### src/rtl/bcs_pkg.sv
package bcs_pkg;
  // kind of the bus cycle currently seen on the synchronised strobes
  typedef enum logic [1:0] {
    CY_IDLE,
    CY_WR,
    CY_RD,
    CY_BAD
  } cyc_e;

  // protocol position of the sequencer
  typedef enum logic [2:0] {
    ST_IDLE,    // unaddressed, reads return 1
    ST_ADDR,    // shifting an address frame
    ST_LOADED,  // frame complete, nothing moved yet
    ST_READ,    // serving bytes
    ST_PAGE,    // collecting page-data bits
    ST_PEND,    // page closed by a read
    ST_ARM      // write of 1 seen, waiting for the closing read
  } seq_e;
endpackage

### src/rtl/bcs_cycle_classify.sv
module bcs_cycle_classify
  import bcs_pkg::*;
#(
  parameter int SYNC_STAGES = 2
) (
  input  logic clk,
  input  logic rst_n,
  input  logic ce_n,
  input  logic oe_n,
  input  logic we_n,
  input  logic dq_in,
  output logic ce_s,
  output logic oe_s,
  output logic we_s,
  output logic wr_evt,
  output logic wr_bit,
  output logic rd_evt,
  output logic illegal_seen
);
  localparam int NSIG = 4;

  logic [NSIG-1:0] raw;
  logic [NSIG-1:0] pipe [SYNC_STAGES];
  logic            dq_s;

  assign raw = {dq_in, we_n, oe_n, ce_n};

  for (genvar s = 0; s < SYNC_STAGES; s++) begin : g_sync
    always_ff @(posedge clk or negedge rst_n) begin
      if (!rst_n) pipe[s] <= '1;
      else if (s == 0) pipe[s] <= raw;
      else pipe[s] <= pipe[(s == 0) ? 0 : s-1];
    end
  end

  assign {dq_s, we_s, oe_s, ce_s} = pipe[SYNC_STAGES-1];

  cyc_e now_k, cyc_q;
  logic bit_q;

  always_comb begin
    now_k = CY_IDLE;
    if (!ce_s) begin
      if (!we_s && !oe_s) now_k = CY_BAD;
      else if (!we_s)     now_k = CY_WR;
      else if (!oe_s)     now_k = CY_RD;
    end
  end

  // a cycle ends when its kind goes away; a cycle spoiled into BAD never ends as legal
  assign wr_evt = (cyc_q == CY_WR) && (now_k != CY_WR) && (now_k != CY_BAD);
  assign rd_evt = (cyc_q == CY_RD) && (now_k != CY_RD) && (now_k != CY_BAD);
  assign wr_bit = bit_q;

  always_ff @(posedge clk or negedge rst_n) begin
    if (!rst_n) begin
      cyc_q        <= CY_IDLE;
      bit_q        <= 1'b1;
      illegal_seen <= 1'b0;
    end else begin
      if (now_k == CY_BAD) begin
        cyc_q        <= CY_BAD;
        illegal_seen <= 1'b1;
      end else if (cyc_q == CY_BAD && now_k != CY_IDLE) begin
        cyc_q <= CY_BAD;
      end else begin
        cyc_q <= now_k;
      end
      if (now_k == CY_WR) bit_q <= dq_s;
    end
  end

  a_r10_flag_sticky: assert property (@(posedge clk) disable iff (!rst_n)
    illegal_seen |=> illegal_seen);

  a_r11_last_value: assert property (@(posedge clk) disable iff (!rst_n)
    wr_evt |-> (wr_bit == $past(dq_s)));
endmodule

### src/rtl/bcs_byte_store.sv
module bcs_byte_store #(
  parameter int ADDR_W = 9,
  parameter int DATA_W = 8
) (
  input  logic              clk,
  input  logic              wr_en,
  input  logic [ADDR_W-1:0] wr_addr,
  input  logic [DATA_W-1:0] wr_data,
  input  logic [ADDR_W-1:0] rd_addr,
  output logic [DATA_W-1:0] rd_data
);
  localparam int DEPTH = 1 << ADDR_W;

  logic [DATA_W-1:0] cells [DEPTH];

  always_ff @(posedge clk) begin
    if (wr_en) cells[wr_addr] <= wr_data;
  end

  assign rd_data = cells[rd_addr];
endmodule

### src/rtl/bcs_protocol.sv
module bcs_protocol
  import bcs_pkg::*;
#(
  parameter int ADDR_W     = 9,
  parameter int DATA_W     = 8,
  parameter int FRAME_BITS = 16
) (
  input  logic              clk,
  input  logic              rst_n,
  input  logic              wr_evt,
  input  logic              wr_bit,
  input  logic              rd_evt,
  input  logic              nv_busy,
  input  logic [DATA_W-1:0] rd_byte,
  output logic [ADDR_W-1:0] rd_addr,
  output logic              dq_val,
  output logic              pg_wr,
  output logic              pg_bit,
  output logic              wr_start
);
  localparam int BIT_W = $clog2(DATA_W);
  localparam int CNT_W = $clog2(FRAME_BITS + 1);
  localparam logic [CNT_W-1:0] LAST_BIT = CNT_W'(FRAME_BITS - 1);
  localparam logic [BIT_W-1:0] MSB_IDX  = BIT_W'(DATA_W - 1);

  function automatic logic [ADDR_W-1:0] addr_next(input logic [ADDR_W-1:0] a);
    return a + ADDR_W'(1);   // natural wrap at the top of the store
  endfunction

  function automatic logic [BIT_W-1:0] pg_count_next(input logic [BIT_W-1:0] c);
    return (c == MSB_IDX) ? '0 : c + BIT_W'(1);
  endfunction

  seq_e              state;
  logic              last_rd;
  logic [CNT_W-1:0]  acnt;
  logic [ADDR_W-1:0] addr_q;
  logic [BIT_W-1:0]  bitptr;
  logic [BIT_W-1:0]  pg_cnt;
  logic              pg_any;

  // named internal events for the assertions
  logic ev, rst_hit, serving, rd_adv, commit_ok;

  assign ev        = (wr_evt | rd_evt) & ~nv_busy;
  assign rst_hit   = ev & wr_evt & ~wr_bit & last_rd & (state != ST_IDLE);
  assign serving   = (state == ST_LOADED) || (state == ST_READ);
  assign rd_adv    = ev & rd_evt & serving;
  assign commit_ok = pg_any && (pg_cnt == '0);

  assign rd_addr = addr_q;
  assign dq_val  = nv_busy ? 1'b0 : (serving ? rd_byte[bitptr] : 1'b1);

  always_ff @(posedge clk or negedge rst_n) begin
    if (!rst_n) begin
      state    <= ST_IDLE;
      last_rd  <= 1'b0;
      acnt     <= '0;
      addr_q   <= '0;
      bitptr   <= MSB_IDX;
      pg_cnt   <= '0;
      pg_any   <= 1'b0;
      pg_wr    <= 1'b0;
      pg_bit   <= 1'b0;
      wr_start <= 1'b0;
    end else begin
      pg_wr    <= 1'b0;
      wr_start <= 1'b0;
      if (ev) begin
        last_rd <= rd_evt;
        if (rst_hit) begin
          state <= ST_IDLE;
        end else begin
          unique case (state)
            ST_IDLE: if (wr_evt) begin
              state  <= ST_ADDR;
              acnt   <= CNT_W'(1);
              addr_q <= {addr_q[ADDR_W-2:0], wr_bit};
            end
            ST_ADDR: if (wr_evt) begin
              addr_q <= {addr_q[ADDR_W-2:0], wr_bit};
              acnt   <= acnt + CNT_W'(1);
              if (acnt == LAST_BIT) begin
                state  <= ST_LOADED;
                bitptr <= MSB_IDX;
              end
            end else begin
              state <= ST_IDLE;
            end
            ST_LOADED, ST_READ: if (rd_evt) begin
              state <= ST_READ;
              if (bitptr == '0) begin
                bitptr <= MSB_IDX;
                addr_q <= addr_next(addr_q);
              end else begin
                bitptr <= bitptr - BIT_W'(1);
              end
            end else if (state == ST_LOADED) begin
              state  <= ST_PAGE;
              pg_wr  <= 1'b1;
              pg_bit <= wr_bit;
              pg_cnt <= BIT_W'(1);
              pg_any <= 1'b1;
            end
            ST_PAGE: if (wr_evt) begin
              pg_wr  <= 1'b1;
              pg_bit <= wr_bit;
              pg_cnt <= pg_count_next(pg_cnt);
            end else begin
              state <= ST_PEND;
            end
            ST_PEND: if (wr_evt) state <= ST_ARM;
            ST_ARM: begin
              if (rd_evt && commit_ok) wr_start <= 1'b1;
              state  <= ST_IDLE;
              pg_any <= 1'b0;
            end
            default: state <= ST_IDLE;
          endcase
        end
      end
    end
  end

  a_r4_wrap_top: assert property (@(posedge clk) disable iff (!rst_n)
    (rd_adv && bitptr == '0 && addr_q == '1) |=> (addr_q == '0));

  a_r9_busy_freeze: assert property (@(posedge clk) disable iff (!rst_n)
    nv_busy |=> ($stable(state) && $stable(addr_q) && $stable(bitptr)));

  a_r8_single_pulse: assert property (@(posedge clk) disable iff (!rst_n)
    wr_start |=> (!wr_start && state == ST_IDLE));

  a_r7_pulse_in_page: assert property (@(posedge clk) disable iff (!rst_n)
    pg_wr |-> (state == ST_PAGE));
endmodule

### src/rtl/buscyc_serial_seq.sv
module buscyc_serial_seq
  import bcs_pkg::*;
#(
  parameter int ADDR_W      = 9,
  parameter int DATA_W      = 8,
  parameter int FRAME_BITS  = 16,
  parameter int SYNC_STAGES = 2
) (
  input  logic              clk,
  input  logic              rst_n,
  input  logic              ce_n,
  input  logic              oe_n,
  input  logic              we_n,
  input  logic              dq_in,
  output logic              dq_out,
  output logic              dq_oe,
  input  logic              nv_busy,
  output logic              pg_wr,
  output logic              pg_bit,
  output logic [ADDR_W-1:0] ld_addr,
  output logic              wr_start,
  input  logic              mem_we,
  input  logic [ADDR_W-1:0] mem_waddr,
  input  logic [DATA_W-1:0] mem_wdata,
  output logic              illegal_seen
);
  logic ce_s, oe_s, we_s;
  logic wr_evt, wr_bit, rd_evt;
  logic [ADDR_W-1:0] rd_addr;
  logic [DATA_W-1:0] rd_byte;
  logic dq_val;

  bcs_cycle_classify #(.SYNC_STAGES(SYNC_STAGES)) u_cls (
    .clk(clk), .rst_n(rst_n), .ce_n(ce_n), .oe_n(oe_n), .we_n(we_n), .dq_in(dq_in),
    .ce_s(ce_s), .oe_s(oe_s), .we_s(we_s),
    .wr_evt(wr_evt), .wr_bit(wr_bit), .rd_evt(rd_evt), .illegal_seen(illegal_seen)
  );

  bcs_byte_store #(.ADDR_W(ADDR_W), .DATA_W(DATA_W)) u_store (
    .clk(clk), .wr_en(mem_we), .wr_addr(mem_waddr), .wr_data(mem_wdata),
    .rd_addr(rd_addr), .rd_data(rd_byte)
  );

  bcs_protocol #(.ADDR_W(ADDR_W), .DATA_W(DATA_W), .FRAME_BITS(FRAME_BITS)) u_proto (
    .clk(clk), .rst_n(rst_n), .wr_evt(wr_evt), .wr_bit(wr_bit), .rd_evt(rd_evt),
    .nv_busy(nv_busy), .rd_byte(rd_byte), .rd_addr(rd_addr), .dq_val(dq_val),
    .pg_wr(pg_wr), .pg_bit(pg_bit), .wr_start(wr_start)
  );

  logic unused_we_s;
  assign unused_we_s = we_s;

  assign dq_oe   = !ce_s && !oe_s;
  assign dq_out  = dq_val;
  assign ld_addr = rd_addr;

  a_r2_drive_gate: assert property (@(posedge clk) disable iff (!rst_n)
    dq_oe |-> (!$past(ce_n, SYNC_STAGES) && !$past(oe_n, SYNC_STAGES)));

  a_r9_busy_low: assert property (@(posedge clk) disable iff (!rst_n)
    (nv_busy && dq_oe) |-> !dq_out);
endmodule

### config.mk
export PLATFORM = sky130hd
export DESIGN_NAME = buscyc_serial_seq
export DESIGN_NICKNAME = d
export VERILOG_FILES = /design/src/rtl/bcs_pkg.sv /design/src/rtl/bcs_cycle_classify.sv /design/src/rtl/bcs_byte_store.sv /design/src/rtl/bcs_protocol.sv /design/src/rtl/buscyc_serial_seq.sv
export SDC_FILE = /design/constraint.sdc
export NUM_CORES = 2
export LEC_CHECK = 0
export ABC_AREA = 1
export BUFFER_PORTS_ARGS = -buffer_cell sky130_fd_sc_hd__buf_4
export CELL_PAD_IN_SITES_DETAIL_PLACEMENT = 1
export CELL_PAD_IN_SITES_GLOBAL_PLACEMENT = 2
export CORE_AREA = 2 2 653 655
export CTS_BUF_LIST = sky130_fd_sc_hd__clkbuf_4
export DETAILED_ROUTE_END_ITERATION = 6
export DIE_AREA = 0 0 655 657
export PLACE_DENSITY = 0.8
export SYNTH_ARGS = -nofsm -noshare
export SYNTH_HDL_FRONTEND = slang
export SYNTH_HIERARCHICAL = 1
export SYNTH_SLANG_ARGS = --single-unit
### constraint.sdc
create_clock -name clk -period 3.4 [get_ports clk]
set_input_delay 0.51 -clock clk [delete_from_list [all_inputs] [get_ports clk]]
set_output_delay 0.51 -clock clk [all_outputs]
set_load 0.05 [all_outputs]
==> results.sh <==
export IMPL_p_leak_nw=74.4
export IMPL_irDropWorstVdd_uv=604
export IMPL_hold_ws_ns=0.245
export IMPL_postSynthCellCount=14200
export IMPL_first_global_vias=127000
export IMPL_die_area_um2=430000
export IMPL_ys_ff_latch=4136
export IMPL_clkSinkCount=4136
export IMPL_nets=15800
export IMPL_ys_types=35
export IMPL_final_common_cell="nand2_1"
export IMPL_yosysSeqAreaShare=0.734
export IMPL_ctsHtreeMaxLevel=7
export IMPL_postRouteWirelength_mm=583
export IMPL_cts_tree="built"
export IMPL_r2r_end="u_proto/rd_addr[1]$_DFFE_PN0P_"
export IMPL_cts_root_buf="clkbuf_4"
export IMPL_drt_initial_drc_count=12600
export IMPL_overflow=0
export IMPL_drc=0
export IMPL_run_status="finished, violations left"
export IMPL_stdcell_area_um2=204000
export IMPL_finalCritPeriodShare=1.70
export IMPL_row_count=239
export IMPL_synth_edff_count=4096
export IMPL_grt_max_degree=124
export IMPL_core_area_um2=423000
export IMPL_cap_violations=0
export IMPL_antenna_found_initial=17
export IMPL_rsz0062_at_grt="true"
export IMPL_syn_nets=14200
export IMPL_max_slew_margin=0.221
export IMPL_dr_pass1_iters=6
export IMPL_gp_congestion=0.864
export IMPL_netlist_top_cells_area="edfxtp_1, nand3_1, nand2_1"
export IMPL_power_per_cell_area_nw_per_um2=815
export IMPL_via_per_inst=5.56
export IMPL_dp_hpwl_mm=352
export IMPL_cts_buffers=1168
export IMPL_wire_per_inst_um=26.3
export IMPL_post_dp_cell_area_um2=184000
export IMPL_yosys_warnings=6
export IMPL_worst_slack_ns=-2.37
export IMPL_synth_top_cell_area_share=0.728
export IMPL_max_freq_ghz=0.173
export IMPL_comb_power_share=0.394
export IMPL_switchingPower_mw=64.7
export IMPL_pwr_share_clk=0.266
export IMPL_yosysTopAreaCell="edfxtp_1"
export IMPL_vias=123000
export IMPL_syn_area_per_cell_um2=11.9
export IMPL_crit_type="reg -> out"
export IMPL_fp_dieW_um=655
export IMPL_p_seq_frac=0.340
export IMPL_synth_flop_cell="edfxtp_1"
export IMPL_drtAntennaViolNets=0
export IMPL_synthesis_area_um2=169000
export IMPL_slew_violations=0
export IMPL_crit_fanout=25
export IMPL_r2r_slack_ns=0.53
export IMPL_p_int_mw=101
export IMPL_violations="setup timing"
export IMPL_finalCriticalPeriod_ns=5.77
export IMPL_cp_end_kind="primary output"
export IMPL_syn_to_final_growth_pct=20.7
export IMPL_cp_required_ns=2.89
export IMPL_final_hold_viol_count=0
export IMPL_cts_clk_slew_worst_paths_ns=0.07
export IMPL_fin_skew_ns=0.0815
export IMPL_startpoint_type="register"
export IMPL_min_delay_start="mem_waddr[4]"
export IMPL_async_reset_ff_frac=0.00967
export IMPL_grt_pass1_wl_mm=834
export IMPL_initial_core_util=0.399
export IMPL_dieHeight_um=657
export IMPL_fin_util=0.482
export IMPL_grt_use_total=0.262
export IMPL_reg2reg_depth=9
export IMPL_drive_gt1_frac=0.217
export IMPL_p_sw_frac=0.389
export IMPL_port_buffers=39
export IMPL_clkLatencyLatePin_ns=1.75
export IMPL_ios=40
export IMPL_critPathArrivalTime_ns=5.26
export IMPL_final_cell_mix="nand2_1, edfxtp_1, nand3_1, clkbuf_4, buf_4"
export IMPL_hold_path_class="in -> reg"
export IMPL_setup_viol=4
export IMPL_min_path_cells=6
export IMPL_clk_path_buf_depth=5
export IMPL_tightest_slew_ns=1.16
export IMPL_whs_endpoint="u_store/cells[67][0]$_DFFE_PP_"
export IMPL_tns_ns=-2.89
export IMPL_rr_startpoint="u_proto/bitptr[0]$_DFFE_PN1P_"
-- area by class of cell --
class / instances / area [um2]
Timing Repair Buffer: 1443 / 16700
Timing Repair inverter: 1 / 30.0
Fill cell: 44600 / 219000
Tap cell: 5663 / 7090
Multi-Input combinational cell: 8982 / 41900
Antenna cell: 21 / 52.6
Clock inverter: 217 / 1220
Sequential cell: 4136 / 124000
Inverter: 79 / 375
Clock buffer: 1657 / 12400
-- through the flow --
| stage | instances | total power [mW] | setup WS, ns |
|---|---|---|---|
| after floorplan | 14200 | 88.4 | 0.197 |
| after global routing | 22200 | 173 | -2.53 |
| after CTS | 22100 | 161 | -2.72 |
| after detailed placement | 20100 | 114 | -1.69 |
| final | 22200 | 166 | -2.37 |
| after global placement | 20100 | 113 | -1.78 |
-- sequential cells by signal (all words and copies together) (netlist names) --
register and cells:
u_proto/bitptr 3, u_cls/illegal_seen 1, u_cls/pipe 4, u_cls/dq_s 1
u_proto/pg_bit 1, u_proto/rd_addr 9, u_cls/cyc_q 2, u_proto/wr_start 1
u_proto/acnt 5, u_cls/we_s 1, u_cls/ce_s 1, u_cls/oe_s 1
u_cls/wr_bit 1, u_proto/pg_any 1, u_proto/pg_cnt 3, u_proto/state 3
u_proto/last_rd 1, u_store/cells 4096, u_proto/pg_wr 1
-- worst max-delay path: stages, from the launching register on --
cell       delay [ns]
dfrtp_4          0.44
buf_12           0.21
clkinv_16        0.18
buf_16           0.22
buf_16           0.18
buf_4            0.16
nand2_1          0.06
nand3_1          0.12
nand3_2          0.12
nand3_2          0.13
nand3_2          0.14
nand3_2          0.11
nand3_4          0.13
nand3_1          0.09
buf_4            0.17
nand3_1          0.08
nand2_1          0.06
nand2_1          0.08
nand3_2          0.08
nand3_2          0.09
nand3_4          0.19
nand2_2          0.16
inv_1            0.06
buf_6            0.15
-- cell usage after synthesis (2+ instances only) --
library cell	number
nand3b_1	2
nand3_1	4106
nand2_1	4264
nor2_1	529
ha_1	8
buf_8	4
nor3_1	13
buf_6	74
dfstp_2	12
inv_2	5
clkbuf_1	186
o21ai_1	2
buf_1	82
nor2_2	3
nand2_2	4
a21oi_1	3
nand2_4	3
xor2_1	3
buf_2	518
o21ai_0	22
buf_4	123
nor2_4	2
nand4_1	10
xnor2_1	2
inv_4	3
dfrtp_1	28
inv_1	71
edfxtp_1	4096
-- power groups by stage --
stage	Combinational [mW]	Clock, mW	Sequential (mW)
final	65.5	44.1	56.5
after global routing	69.2	47.7	56.5
after CTS	59.2	45.0	56.5
after detailed placement	56.2	0	57.7
after global placement	55.4	0	57.7
after floorplan	30.9	0	57.6
-- cells by family (layout without fill, tap and decap cells) --
group                    count (synthesis)  after routing  share of synthesized area
adder cells (fa/ha/maj)                  8              8                   0.000593
XOR/XNOR                                 5              5                   0.000259
buffers and inverters                 1067           3397                     0.0340
flip-flops                            4136           4136                      0.734
AND/OR/NAND/NOR                       8939           8939                      0.230
AO/OA/AOI/OAI                           30             30                   0.000941
other                                    0             21                          0
-- metal layers --
layer,up-vias,share of wire,GRT usage
met2,5091,0.49,0.431
li1,54300,-,-
met3,1016,0.072,0.0521
met1,63000,0.40,0.340
met4,4,0.035,0.106
met5,-,0.000043,0
-- timing repair --
item / in CTS / in global routing
setup endpoints to repair: 10 / 6
gates resized for setup: 213 / 510
hold buffers: 68 / 0
setup buffers: 28 / 37
hold endpoints to repair: 7591 / 0
pin swaps: 6 / 96
cloned: 12 / 43
-- worst max-delay path by stage --
stage,cells past startpoint,start,end
floorplan,20,u_proto/rd_addr[0]$_DFFE_PN0P_,dq_out
CTS,22,u_proto/rd_addr[0]$_DFFE_PN0P_,dq_out
global placement,21,u_proto/rd_addr[1]$_DFFE_PN0P_,dq_out
finish,23,u_proto/rd_addr[0]$_DFFE_PN0P_,dq_out
global route,23,u_proto/rd_addr[0]$_DFFE_PN0P_,dq_out
detailed placement,21,u_proto/rd_addr[1]$_DFFE_PN0P_,dq_out
Power figures use the tool's default switching activity.
